**config.mk**
```make
export PLATFORM = sky130hd
export DESIGN_NAME = pcm_slot_port
export DESIGN_NICKNAME = d
export VERILOG_FILES = /design/src/rtl/pcm_tsi_pkg.sv /design/src/rtl/pcm_edge_sync.sv /design/src/rtl/pcm_frame_timer.sv /design/src/rtl/pcm_slot_shifter.sv /design/src/rtl/pcm_slot_port.sv
export SDC_FILE = /design/constraint.sdc
export NUM_CORES = 1
export LEC_CHECK = 0
export BUFFER_PORTS_ARGS = -buffer_cell sky130_fd_sc_hd__buf_4
export CAP_MARGIN = 20
export CORE_UTILIZATION = 30
export CTS_BUF_LIST = sky130_fd_sc_hd__clkbuf_4 sky130_fd_sc_hd__clkbuf_8
export DETAILED_ROUTE_END_ITERATION = 8
export GPL_ROUTABILITY_DRIVEN = 1
export HOLD_SLACK_MARGIN = 0.06
export PLACE_DENSITY = 0.56
export SKIP_LAST_GASP = 1
export SYNTH_ARGS = -nofsm -noshare
export SYNTH_HDL_FRONTEND = slang
export SYNTH_SLANG_ARGS = --single-unit
```
**constraint.sdc**
```tcl
create_clock -name clk -period 4.49 [get_ports clk]
set_input_delay 0.449 -clock clk [delete_from_list [all_inputs] [get_ports clk]]
set_output_delay 0.449 -clock clk [all_outputs]
set_load 0.05 [all_outputs]
```
**src/rtl/pcm_tsi_pkg.sv**
```systemverilog
package pcm_tsi_pkg;
  localparam int unsigned POS_W    = 6;
  localparam int unsigned BYTE_W   = 8;
  localparam int unsigned WORD_W   = 14;
  localparam int unsigned LIN_BITS = 16;
  localparam int unsigned GAP_BITS = 2;

  typedef logic [POS_W-1:0] pos_t;
  localparam pos_t POS_IDLE = '1;

  // first bit period of the assigned slot
  function automatic pos_t slot_first(input logic comp, input logic fmt2, input logic b2);
    if (!comp || !b2) return '0;
    return fmt2 ? pos_t'(BYTE_W + GAP_BITS) : pos_t'(BYTE_W);
  endfunction

  function automatic pos_t slot_bits(input logic comp);
    return comp ? pos_t'(BYTE_W) : pos_t'(LIN_BITS);
  endfunction
endpackage

```
**src/rtl/pcm_edge_sync.sv**
```systemverilog
module pcm_edge_sync #(
  parameter int unsigned STAGES = 2
) (
  input  logic clk,
  input  logic rst,
  input  logic mclk,
  input  logic fs,
  input  logic dr,
  output logic mclk_rise,
  output logic mclk_fall,
  output logic fs_s,
  output logic dr_s
);
  logic [STAGES-1:0] m_sync, f_sync, d_sync;
  logic m_last;

  always_ff @(posedge clk) begin
    if (rst) begin
      m_sync <= '0;
      f_sync <= '0;
      d_sync <= '0;
      m_last <= 1'b0;
    end else begin
      m_sync <= {m_sync[STAGES-2:0], mclk};
      f_sync <= {f_sync[STAGES-2:0], fs};
      d_sync <= {d_sync[STAGES-2:0], dr};
      m_last <= m_sync[STAGES-1];
    end
  end

  assign mclk_rise = m_sync[STAGES-1] & ~m_last;
  assign mclk_fall = ~m_sync[STAGES-1] & m_last;
  assign fs_s      = f_sync[STAGES-1];
  assign dr_s      = d_sync[STAGES-1];
endmodule

```
**src/rtl/pcm_frame_timer.sv**
```systemverilog
module pcm_frame_timer
  import pcm_tsi_pkg::*;
(
  input  logic clk,
  input  logic rst,
  input  logic mclk_rise,
  input  logic mclk_fall,
  input  logic fs_s,
  input  logic delayed,
  input  logic pwr_up,
  output pos_t pos,
  output pos_t pos_nxt,
  output logic start,
  output logic gate_nxt
);
  localparam logic [1:0] OPEN_CNT = 2'd2;

  logic       fs_at_rise, fs_at_fall, fs_at_fall_prev;
  logic [1:0] sync_cnt, sync_cnt_nxt;
  logic       edge_seen;

  always_comb begin
    edge_seen = delayed ? (fs_at_fall & ~fs_at_fall_prev) : (fs_s & ~fs_at_rise);
    start     = mclk_rise & edge_seen & pwr_up;
    if (start)                             pos_nxt = '0;
    else if (mclk_rise && pos != POS_IDLE) pos_nxt = pos + 1'b1;
    else                                   pos_nxt = pos;
    if (!pwr_up)                              sync_cnt_nxt = '0;
    else if (start && sync_cnt != OPEN_CNT)   sync_cnt_nxt = sync_cnt + 1'b1;
    else                                      sync_cnt_nxt = sync_cnt;
    gate_nxt = pwr_up && (sync_cnt_nxt == OPEN_CNT);
  end

  always_ff @(posedge clk) begin
    if (rst) begin
      pos             <= POS_IDLE;
      sync_cnt        <= '0;
      fs_at_rise      <= 1'b0;
      fs_at_fall      <= 1'b0;
      fs_at_fall_prev <= 1'b0;
    end else begin
      pos      <= pos_nxt;
      sync_cnt <= sync_cnt_nxt;
      if (mclk_rise) fs_at_rise <= fs_s;
      if (mclk_fall) begin
        fs_at_fall_prev <= fs_at_fall;
        fs_at_fall      <= fs_s;
      end
    end
  end


  pos_step_chk: assert property (@(posedge clk) disable iff (rst)
    (mclk_rise && !start && pos != POS_IDLE) |=> (pos == $past(pos) + 1'b1));

  start_on_edge_chk: assert property (@(posedge clk) disable iff (rst)
    start |=> (pos == '0));
endmodule

```
**src/rtl/pcm_slot_shifter.sv**
```systemverilog
module pcm_slot_shifter
  import pcm_tsi_pkg::*;
(
  input  logic              clk,
  input  logic              rst,
  input  logic              mclk_rise,
  input  logic              mclk_fall,
  input  logic              dr_s,
  input  logic              reverse,
  input  logic              comp,
  input  logic              fmt2,
  input  logic              b2,
  input  logic              en,
  input  logic              pwr_up,
  input  pos_t              pos,
  input  pos_t              pos_nxt,
  input  logic              start,
  input  logic              gate_nxt,
  input  logic [WORD_W-1:0] tx_pcm,
  input  logic [BYTE_W-1:0] inj_data,
  input  logic              inj_load,
  output logic              dx_d,
  output logic              dx_oe,
  output logic [WORD_W-1:0] rx_pcm,
  output logic              rx_valid
);
  localparam int unsigned IDX_W = $clog2(LIN_BITS);

  logic [LIN_BITS-1:0] tx_word, new_word, tx_cur, rx_sh, rx_full;
  logic [BYTE_W-1:0]   inj_q;
  logic                inj_pend;
  pos_t                lo, len, lpos, l_off, c_off;
  logic                launch, capture, l_in, c_in, c_last, l_bit;
  logic [IDX_W-1:0]    l_idx;

  always_comb begin
    lo       = slot_first(comp, fmt2, b2);
    len      = slot_bits(comp);
    new_word = comp ? {(inj_pend ? inj_q : tx_pcm[BYTE_W-1:0]), {(LIN_BITS-BYTE_W){1'b0}}}
                    : {tx_pcm, {(LIN_BITS-WORD_W){1'b0}}};
    tx_cur   = start ? new_word : tx_word;
    launch   = reverse ? mclk_fall : mclk_rise;
    capture  = reverse ? mclk_rise : mclk_fall;
    lpos     = reverse ? pos : pos_nxt;
    l_in     = (lpos != POS_IDLE) && (lpos >= lo) && (lpos < lo + len);
    c_in     = (pos != POS_IDLE) && (pos >= lo) && (pos < lo + len);
    l_off    = lpos - lo;
    c_off    = pos - lo;
    l_idx    = IDX_W'(l_off);
    l_bit    = tx_cur[IDX_W'(LIN_BITS-1) - l_idx];
    c_last   = (c_off == len - 1'b1);
    rx_full  = {rx_sh[LIN_BITS-2:0], dr_s};
  end

  always_ff @(posedge clk) begin
    if (rst) begin
      tx_word  <= '0;
      inj_q    <= '0;
      inj_pend <= 1'b0;
      rx_sh    <= '0;
      rx_pcm   <= '0;
      rx_valid <= 1'b0;
      dx_d     <= 1'b0;
      dx_oe    <= 1'b0;
    end else begin
      rx_valid <= 1'b0;
      if (start) begin
        tx_word <= new_word;
        if (comp) inj_pend <= 1'b0;
      end
      if (inj_load) begin
        inj_pend <= 1'b1;
        inj_q    <= inj_data;
      end
      if (!en || !pwr_up) begin
        dx_oe <= 1'b0;
        dx_d  <= 1'b0;
      end else if (launch) begin
        dx_oe <= l_in & gate_nxt;
        dx_d  <= l_in & gate_nxt & l_bit;
      end
      if (capture && en && pwr_up && c_in) begin
        rx_sh <= rx_full;
        if (c_last) begin
          rx_valid <= 1'b1;
          rx_pcm   <= comp ? {{(WORD_W-BYTE_W){1'b0}}, rx_full[BYTE_W-1:0]}
                           : rx_full[LIN_BITS-1:LIN_BITS-WORD_W];
        end
      end
    end
  end


  oe_needs_enable_chk: assert property (@(posedge clk) disable iff (rst)
    $rose(dx_oe) |-> ($past(en) && $past(pwr_up)));

  quiet_data_chk: assert property (@(posedge clk) disable iff (rst)
    !dx_oe |-> !dx_d);

  off_when_down_chk: assert property (@(posedge clk) disable iff (rst)
    !pwr_up |=> !dx_oe);

  rx_pulse_chk: assert property (@(posedge clk) disable iff (rst)
    rx_valid |=> !rx_valid);

  rx_hold_chk: assert property (@(posedge clk) disable iff (rst)
    !$stable(rx_pcm) |-> rx_valid);
endmodule

```
**src/rtl/pcm_slot_port.sv**
```systemverilog
module pcm_slot_port
  import pcm_tsi_pkg::*;
#(
  parameter int unsigned SYNC_STAGES = 2
) (
  input  logic              clk,
  input  logic              rst,
  input  logic              mclk,
  input  logic              fs,
  input  logic              dr,
  input  logic [1:0]        cfg_mode,
  input  logic              cfg_fmt2,
  input  logic              cfg_b2,
  input  logic              cfg_comp,
  input  logic              cfg_en,
  input  logic              pwr_up,
  input  logic [WORD_W-1:0] tx_pcm,
  input  logic [BYTE_W-1:0] inj_data,
  input  logic              inj_load,
  output logic              dx_d,
  output logic              dx_oe,
  output logic [WORD_W-1:0] rx_pcm,
  output logic              rx_valid
);
  logic mclk_rise, mclk_fall, fs_s, dr_s, start, gate_nxt;
  pos_t pos, pos_nxt;
  logic delayed, reverse;

  assign delayed = cfg_mode[1];
  assign reverse = (cfg_mode == 2'b01);

  pcm_edge_sync #(.STAGES(SYNC_STAGES)) i_sync (
    .clk(clk), .rst(rst), .mclk(mclk), .fs(fs), .dr(dr),
    .mclk_rise(mclk_rise), .mclk_fall(mclk_fall), .fs_s(fs_s), .dr_s(dr_s)
  );

  pcm_frame_timer i_timer (
    .clk(clk), .rst(rst), .mclk_rise(mclk_rise), .mclk_fall(mclk_fall),
    .fs_s(fs_s), .delayed(delayed), .pwr_up(pwr_up),
    .pos(pos), .pos_nxt(pos_nxt), .start(start), .gate_nxt(gate_nxt)
  );

  pcm_slot_shifter i_shift (
    .clk(clk), .rst(rst), .mclk_rise(mclk_rise), .mclk_fall(mclk_fall),
    .dr_s(dr_s), .reverse(reverse), .comp(cfg_comp), .fmt2(cfg_fmt2),
    .b2(cfg_b2), .en(cfg_en), .pwr_up(pwr_up), .pos(pos), .pos_nxt(pos_nxt),
    .start(start), .gate_nxt(gate_nxt), .tx_pcm(tx_pcm), .inj_data(inj_data),
    .inj_load(inj_load), .dx_d(dx_d), .dx_oe(dx_oe), .rx_pcm(rx_pcm),
    .rx_valid(rx_valid)
  );
endmodule

```
==> impl_results.md, run 1 <==
- Row cnt: 41
- Seq cells post-synth: 75
- Worst Tran Pin Value: 0.842 ns
- Syn Inst Count: 452
- DR DRC count: 0
- Final Total Pwr: 0.00128 W
- Clk slew on worst S/H paths: 0.09 ns
- Fin crit period: 3.46 ns
- Die area: 13600 um^2
- Clk pwr share: 37.0%
- Period utilization: 77.1%
- Initial detailed-routing violation count: 135
- RSZ-0062 raised after global routing: no
- Flop2flop setup slack: 1.03 ns
- CP Max Fanout: 13
- Util after Layout: 36.5%
- GP Congestion: 0.917
- Hold violation count in the final report: 0
- Detailed Routing Iterations Pass 1: 5
- Seq/Total Area, Yosys: 38.0%
- Htree depth: 3
- Reg2Reg Depth: 12
- Critical Setup Path Class: flip-flop to flip-flop
- Largest net degree at the start of global routing: 74
- Initial antenna violation count: 0
- Sw Pwr: 0.000345 W
- Reg2reg start: i_timer.pos[0]$_SDFF_PP1_
- Leak: 1.82 nW
- Crit path cell chain: ha_1, nand2_1, o41ai_1, a32o_1, o21ai_1, ha_1, ha_1, nand2b_1, mux2i_1, nor4_1, o311ai_1, o211a_1
- Core Area: 12700 um^2
- Synth cell types: 66
- Final number of max-transition violations: 0
- Cell Area, Synth: 3950 um^2
- End point of the critical path: i_shift.dx_d$_SDFFE_PP0P_
- Layout area overhead: 17.5%
- Switching Share: 26.9%
- Sink Count: 75
- CTS Buffer Depth: 2
- Inserted Diodes: 0
- Final Setup Violations: 0
- Filler cells: 1374
- Setup tns final: 0 ns
- Design area: 4640 um^2
- Status: completed
- Commonest non-fill, non-tap cells in the layout: dfxtp_1 (75), nor2_1 (68), buf_4 (56)
- Proportion of layout cells with a drive suffix above 1: 17.3%
- Syn_area_per_cell: 8.75 um^2
- # hold bufs at CTS: 0
- TritonCTS clock tree: done
- P per Cell Area: 276 nW/um^2
- First-pass GRT wire length: 15.7 mm
- Post-route ant nets: 0
- Power share of the combinational group: 9.9%
- Max VDD drop: 0.000162 V
- FMAX: 289 MHz
- DR vias: 3337
- Slowest-stage cell, CP: dfxtp_1
- Min-Delay Path Class: input port to flip-flop
- Vias per inst: 5.00
- CTS Buf Count: 9
- DRT Wirelength: 9.47 mm
- Area share of the largest cell type after synthesis: 38.0%
- Fin Hold WS: 0.311 ns
- Post-CTS Setup Bufs: 0
- Area of the multi-input gates: 2320 um^2
- Clk Latency, worst-skew pair: 0.36 ns
- Post-place instance area: 4470 um^2
- Initial Util: 31.1%
- YS warnings: 0
- Avg WL per Cell: 14.2 um
- Synth area leaders: dfxtp_1 (38%), mux2i_1 (11%), nor2_1 (6.5%)
- Register share of total power: 53.1%
- Commonest non-fill, non-tap cell in the layout: dfxtp_1
- Crit path DAT: 3.72 ns
- GRT Util Overall: 14.8%
- IO buf count: 51
- Most common cell on crit path: ha_1
- CP peak stage delay: 0.55 ns
- Internal: 0.000937 W
- Yosys top cell by area: dfxtp_1
- PostCTS Resize Cnt: 0
- Crit end category: flip-flop
- Top Ports: 52
- DIE HEIGHT: 117 um
- Max-Cap Viols: 0
- Main synth FF type: dfxtp_1
- Vias in the first global route: 3222
- RR Endpoint: i_shift.dx_d$_SDFFE_PP0P_
- CTS root buf: clkbuf_8
- Required @ worst endpoint: 4.75 ns
- Net count, final: 540
- FF+latch area: 1500 um^2
- Congestion Overflow GR: 0
- Worst Setup SP: i_timer.pos[0]$_SDFF_PP1_
- Ys async rst share: 0%
- Die X: 117 um
- Worst hold path stage count: 2
- DPL Wire Length: 6.70 mm
- Slew HR: 43.9%
- Startpoint types: flip-flop
- Worst clock skew: 0.0149 ns
- Number of synthesized flops with an enable pin: 0
stage by stage:
stage	setup slack, ns	std cells
floorplan	0.578	453
global placement	1.11	652
detailed placement	1.04	652
CTS	1.04	668
global route	0.718	668
finish	1.03	668
routing by layer:
| metal | GRT usage, % | vias to the layer above | share of wire [%] |
|---|---|---|---|
| met3 | 2.21 | 15 | 3.7 |
| li1 | - | 1698 | - |
| met1 | 19.0 | 1552 | 47 |
| met4 | 6.67 | 0 | 1.7 |
| met5 | 0 | - | 0 |
| met2 | 24.8 | 72 | 48 |
layout make-up:
class / count / share of cell area (%)
Clock buffer: 10 / 2.83
Clock inverter: 6 / 0.862
Inverter: 5 / 0.431
Multi-Input combinational cell: 344 / 49.9
Sequential cell: 75 / 32.3
Tap cell: 172 / 4.63
Timing Repair Buffer: 56 / 9.05
Yosys cell counts, types with 4 or more instances:
library cell  count
nand2_1          31
nand2b_1         15
clkbuf_1         23
dfxtp_1          75
a21o_1            6
nor3b_1           8
o21ai_1           6
ha_1             14
mux2i_1          44
nor3_1            6
nand3b_1          7
nand3_1           6
nor2_1           68
inv_1             4
nor2b_1          10
a21oi_1          39
a211oi_2          6
a31oi_1           4
a211oi_1          6
o21ai_0           8
state kept, by name, indices dropped and copies added, names as in the netlist, 2 cells and up:
| signal | count |
|---|---|
| i_shift.rx_pcm | 14 |
| i_sync.f_sync | 2 |
| i_timer.pos | 6 |
| i_shift.rx_sh | 15 |
| i_shift.tx_word | 16 |
| i_sync.m_sync | 2 |
| i_shift.inj_q | 8 |
| i_timer.sync_cnt | 2 |
| i_sync.d_sync | 2 |
logic make-up after synthesis:
logic type,Yosys count,synth area share [%]
flops,75,38.0
buf+inv,34,3.64
fa+ha+maj,14,4.43
other cells,1,0.0948
mux,48,12.3
simple gates,174,22.5
compound gates,101,17.9
xor+xnor,5,1.11
worst max-delay path: cells and delay by family, from the launching register on:
family                   cells  cell delay (ns)
multiplexers                 1             0.06
AO/OA/AOI/OAI                5             1.14
flip-flops                   1             0.55
AND/OR/NAND/NOR              3             0.54
adder cells (fa/ha/maj)      3             1.07
power groups by stage:
| stage | logic [W] | clock network [W] | registers [W] |
|---|---|---|---|
| after floorplan | 0.0000859 | 0 | 0.000692 |
| after global placement | 0.000127 | 0 | 0.000697 |
| after detailed placement | 0.000127 | 0 | 0.000697 |
| after CTS | 0.000127 | 0.000491 | 0.000681 |
| after global routing | 0.000140 | 0.000522 | 0.000683 |
| final | 0.000127 | 0.000474 | 0.000682 |
how the worst min path moves through the flow:
stage | from | endpoint | slack, ns
2_1_floorplan | i_sync.d_sync[0]$_SDFF_PP0_ | i_sync.d_sync[1]$_SDFF_PP0_ | 0.41
3_3_place_gp | i_sync.f_sync[0]$_SDFF_PP0_ | i_sync.f_sync[1]$_SDFF_PP0_ | 0.43
3_5_place_dp | i_sync.f_sync[0]$_SDFF_PP0_ | i_sync.f_sync[1]$_SDFF_PP0_ | 0.43
4_1_cts | dr | i_sync.d_sync[0]$_SDFF_PP0_ | 0.29
5_1_grt | dr | i_sync.d_sync[0]$_SDFF_PP0_ | 0.32
6_report | dr | i_sync.d_sync[0]$_SDFF_PP0_ | 0.31
(Power assumes the default switching activity.)
==> inputs of run 2 (changes only) <==
==> constraint.sdc (replaced) <==
create_clock -name clk -period 3.6 [get_ports clk]
set_input_delay 0.36 -clock clk [delete_from_list [all_inputs] [get_ports clk]]
set_output_delay 0.36 -clock clk [all_outputs]
set_load 0.05 [all_outputs]
==> impl_results.md, run 2 (synthesized netlist as in run 1, its figures left out) <==
- Crit end category: flip-flop
- Commonest non-fill, non-tap cells in the layout: dfxtp_1 (75), nor2_1 (68), buf_4 (61)
- Net count, final: 545 (+0.93%)
- Largest registers: i_shift.tx_word (16), i_shift.rx_sh (15), i_shift.rx_pcm (14)
- GP Congestion: 0.923 (+0.60%)
- Clk Latency, worst-skew pair: 0.36 ns (about the same)
- Inserted Diodes: 0 (unchanged)
- PostCTS Resize Cnt: 0 (unchanged)
- # hold bufs at CTS: 0 (unchanged)
- GR Util met2: 25.2% (+0.43 points)
- Hold violation count in the final report: 0 (unchanged)
- Critical Setup Path Class: flip-flop to flip-flop
- CTS Buf Count: 9 (unchanged)
- Clk slew on worst S/H paths: 0.08 ns (about the same)
- Fin crit period: 3.21 ns (-0.255 ns)
- Top Ports: 52 (unchanged)
- Final Setup Violations: 0 (unchanged)
- Worst Setup SP: i_timer.pos[1]$_SDFF_PP1_
- TritonCTS clock tree: done
- Min-Delay Path Class: input port to flip-flop
- P per Cell Area: 370 nW/um^2 (+34%)
- CP Max Fanout: 8 (-5)
- RSZ-0062 raised after global routing: no
- Initial Util: 31.1% (unchanged)
- Top reg by flops: i_shift.tx_word
- DR vias: 3379 (+1.3%)
- DIE HEIGHT: 117 um (unchanged)
- Reg2reg start: i_timer.pos[1]$_SDFF_PP1_
- Core Area: 12700 um^2 (unchanged)
- Fin Hold WS: 0.214 ns (-0.0967 ns)
- DR DRC count: 0 (unchanged)
- Met3 usage: 2.78% (+0.57 points)
- Layout area overhead: 19.6%
- Worst Tran Pin Value: 0.790 ns (-0.0513 ns)
- Detailed Routing Iterations Pass 1: 4 (-1)
- Post-route ant nets: 0 (unchanged)
- Crit path DAT: 3.46 ns (-0.26 ns)
- DRT Wirelength: 9.92 mm (+4.7%)
- Status: completed
- CTS root buf: clkbuf_8
- GRT Util Overall: 15.5% (+0.68 points)
- Worst clock skew: 0.0128 ns (-0.00213 ns)
- CTS Buffer Depth: 2 (unchanged)
- Vias per inst: 5.03 (+0.66%)
- Initial detailed-routing violation count: 130 (-3.7%)
- Startpoint types: flip-flop
- Htree depth: 3 (unchanged)
- DPL Wire Length: 7.17 mm (+6.9%)
- Avg WL per Cell: 14.8 um (+4.1%)
- Commonest non-fill, non-tap cell in the layout: dfxtp_1
- Worst hold path startpoint: dr
- Max-Cap Viols: 0 (unchanged)
- Initial antenna violation count: 0 (unchanged)
- Global route hottest layer: met2
- Required @ worst endpoint: 3.86 ns (-0.89 ns)
- Die area: 13600 um^2 (unchanged)
- Congestion Overflow GR: 0 (unchanged)
- Slew HR: 47.3% (+3.4 points)
- Max reg flops: 16 (unchanged)
- IO buf count: 51 (unchanged)
- Proportion of layout cells with a drive suffix above 1: 18.0% (+0.66 points)
- First-pass GRT wire length: 16.3 mm (+3.6%)
- Sink Count: 75 (unchanged)
- Setup tns final: 0 ns (unchanged)
- FMAX: 312 MHz (+7.9%)
- GR Util met1: 20.3% (+1.3 points)
- Max VDD drop: 0.000210 V (+30%)
- Leak: 1.87 nW (+2.6%)
- Filler cells: 1381 (+0.51%)
- Vias in the first global route: 3298 (+2.4%)
- Largest net degree at the start of global routing: 74 (unchanged)
- Row cnt: 41 (unchanged)
- Die X: 117 um (unchanged)
- Final number of max-transition violations: 0 (unchanged)
- Period utilization: 89.1% (+12 points)
- Post-CTS Setup Bufs: 0 (unchanged)
## run 2: changes by cell type in the layout (fill, tap and decap cells not counted), sizes merged
cell | previous run | this run
buf | 56 | 61
clkinv | 5 | 2
bufinv | 0 | 2
clkbuf | 10 | 11
clkinvlp | 1 | 0
## run 2: where the power goes
| group | internal, W | switching (W) | total (W) | leakage [nW] |
|---|---|---|---|---|
| Sequential | 0.000840 | 0.00000951 | 0.000849 | 0.608 |
| Clock | 0.000415 | 0.000323 | 0.000738 | 0.113 |
| Combinational | 0.0000734 | 0.0000902 | 0.000164 | 1.15 |
| Total | 0.00133 | 0.000423 | 0.00175 | 1.87 |
## run 2: final cells by class
cell class	count	area, um^2	share of cell area [%]
Clock inverter	4	73.8	1.56
Multi-Input combinational cell	344	2320	49.0
Clock buffer	11	145	3.07
Inverter	5	20.0	0.423
Tap cell	172	215	4.55
Sequential cell	75	1500	31.7
Timing Repair Buffer	61	458	9.68
## run 2: path summary, 6_finish.rpt
path	endpoint	slack, ns	cells past startpoint
worst max-delay path	i_shift.dx_d$_SDFFE_PP0P_	0.39	13
worst min-delay path	i_sync.d_sync[0]$_SDFF_PP0_	0.21	2
worst max register to register	i_shift.dx_d$_SDFFE_PP0P_	0.39	13
worst min register to register	i_sync.f_sync[1]$_SDFF_PP0_	0.43	1
## run 2: metrics by stage
stage          utilization, %  setup slack, ns  cell area (um^2)  instances  total power, W
5_1_grt                  37.2            0.124              4730        672         0.00182
4_1_cts                  37.2            0.421              4730        672         0.00178
2_1_floorplan               -           0.0239              3960        453        0.000971
3_5_place_dp             35.5            0.442              4510        657         0.00103
3_3_place_gp             35.5            0.488              4510        657         0.00103
6_report                 37.2            0.393              4730        672         0.00175
## run 2: critical path: stages (launching register included)
cell,delay (ns)
dfxtp_1,0.38
ha_1,0.25
nand2_1,0.12
o41ai_1,0.51
a32o_1,0.25
o21ai_1,0.08
ha_1,0.26
ha_1,0.38
buf_4,0.19
nand2_1,0.05
nor2_1,0.04
nor4_1,0.25
o311ai_1,0.12
o211a_1,0.21
## run 2: layer usage
metal | up-vias | part of all wire, %
met5 | - | 0
met4 | 0 | 1.9
met3 | 14 | 4.3
met2 | 68 | 47
met1 | 1595 | 47
li1 | 1702 | -
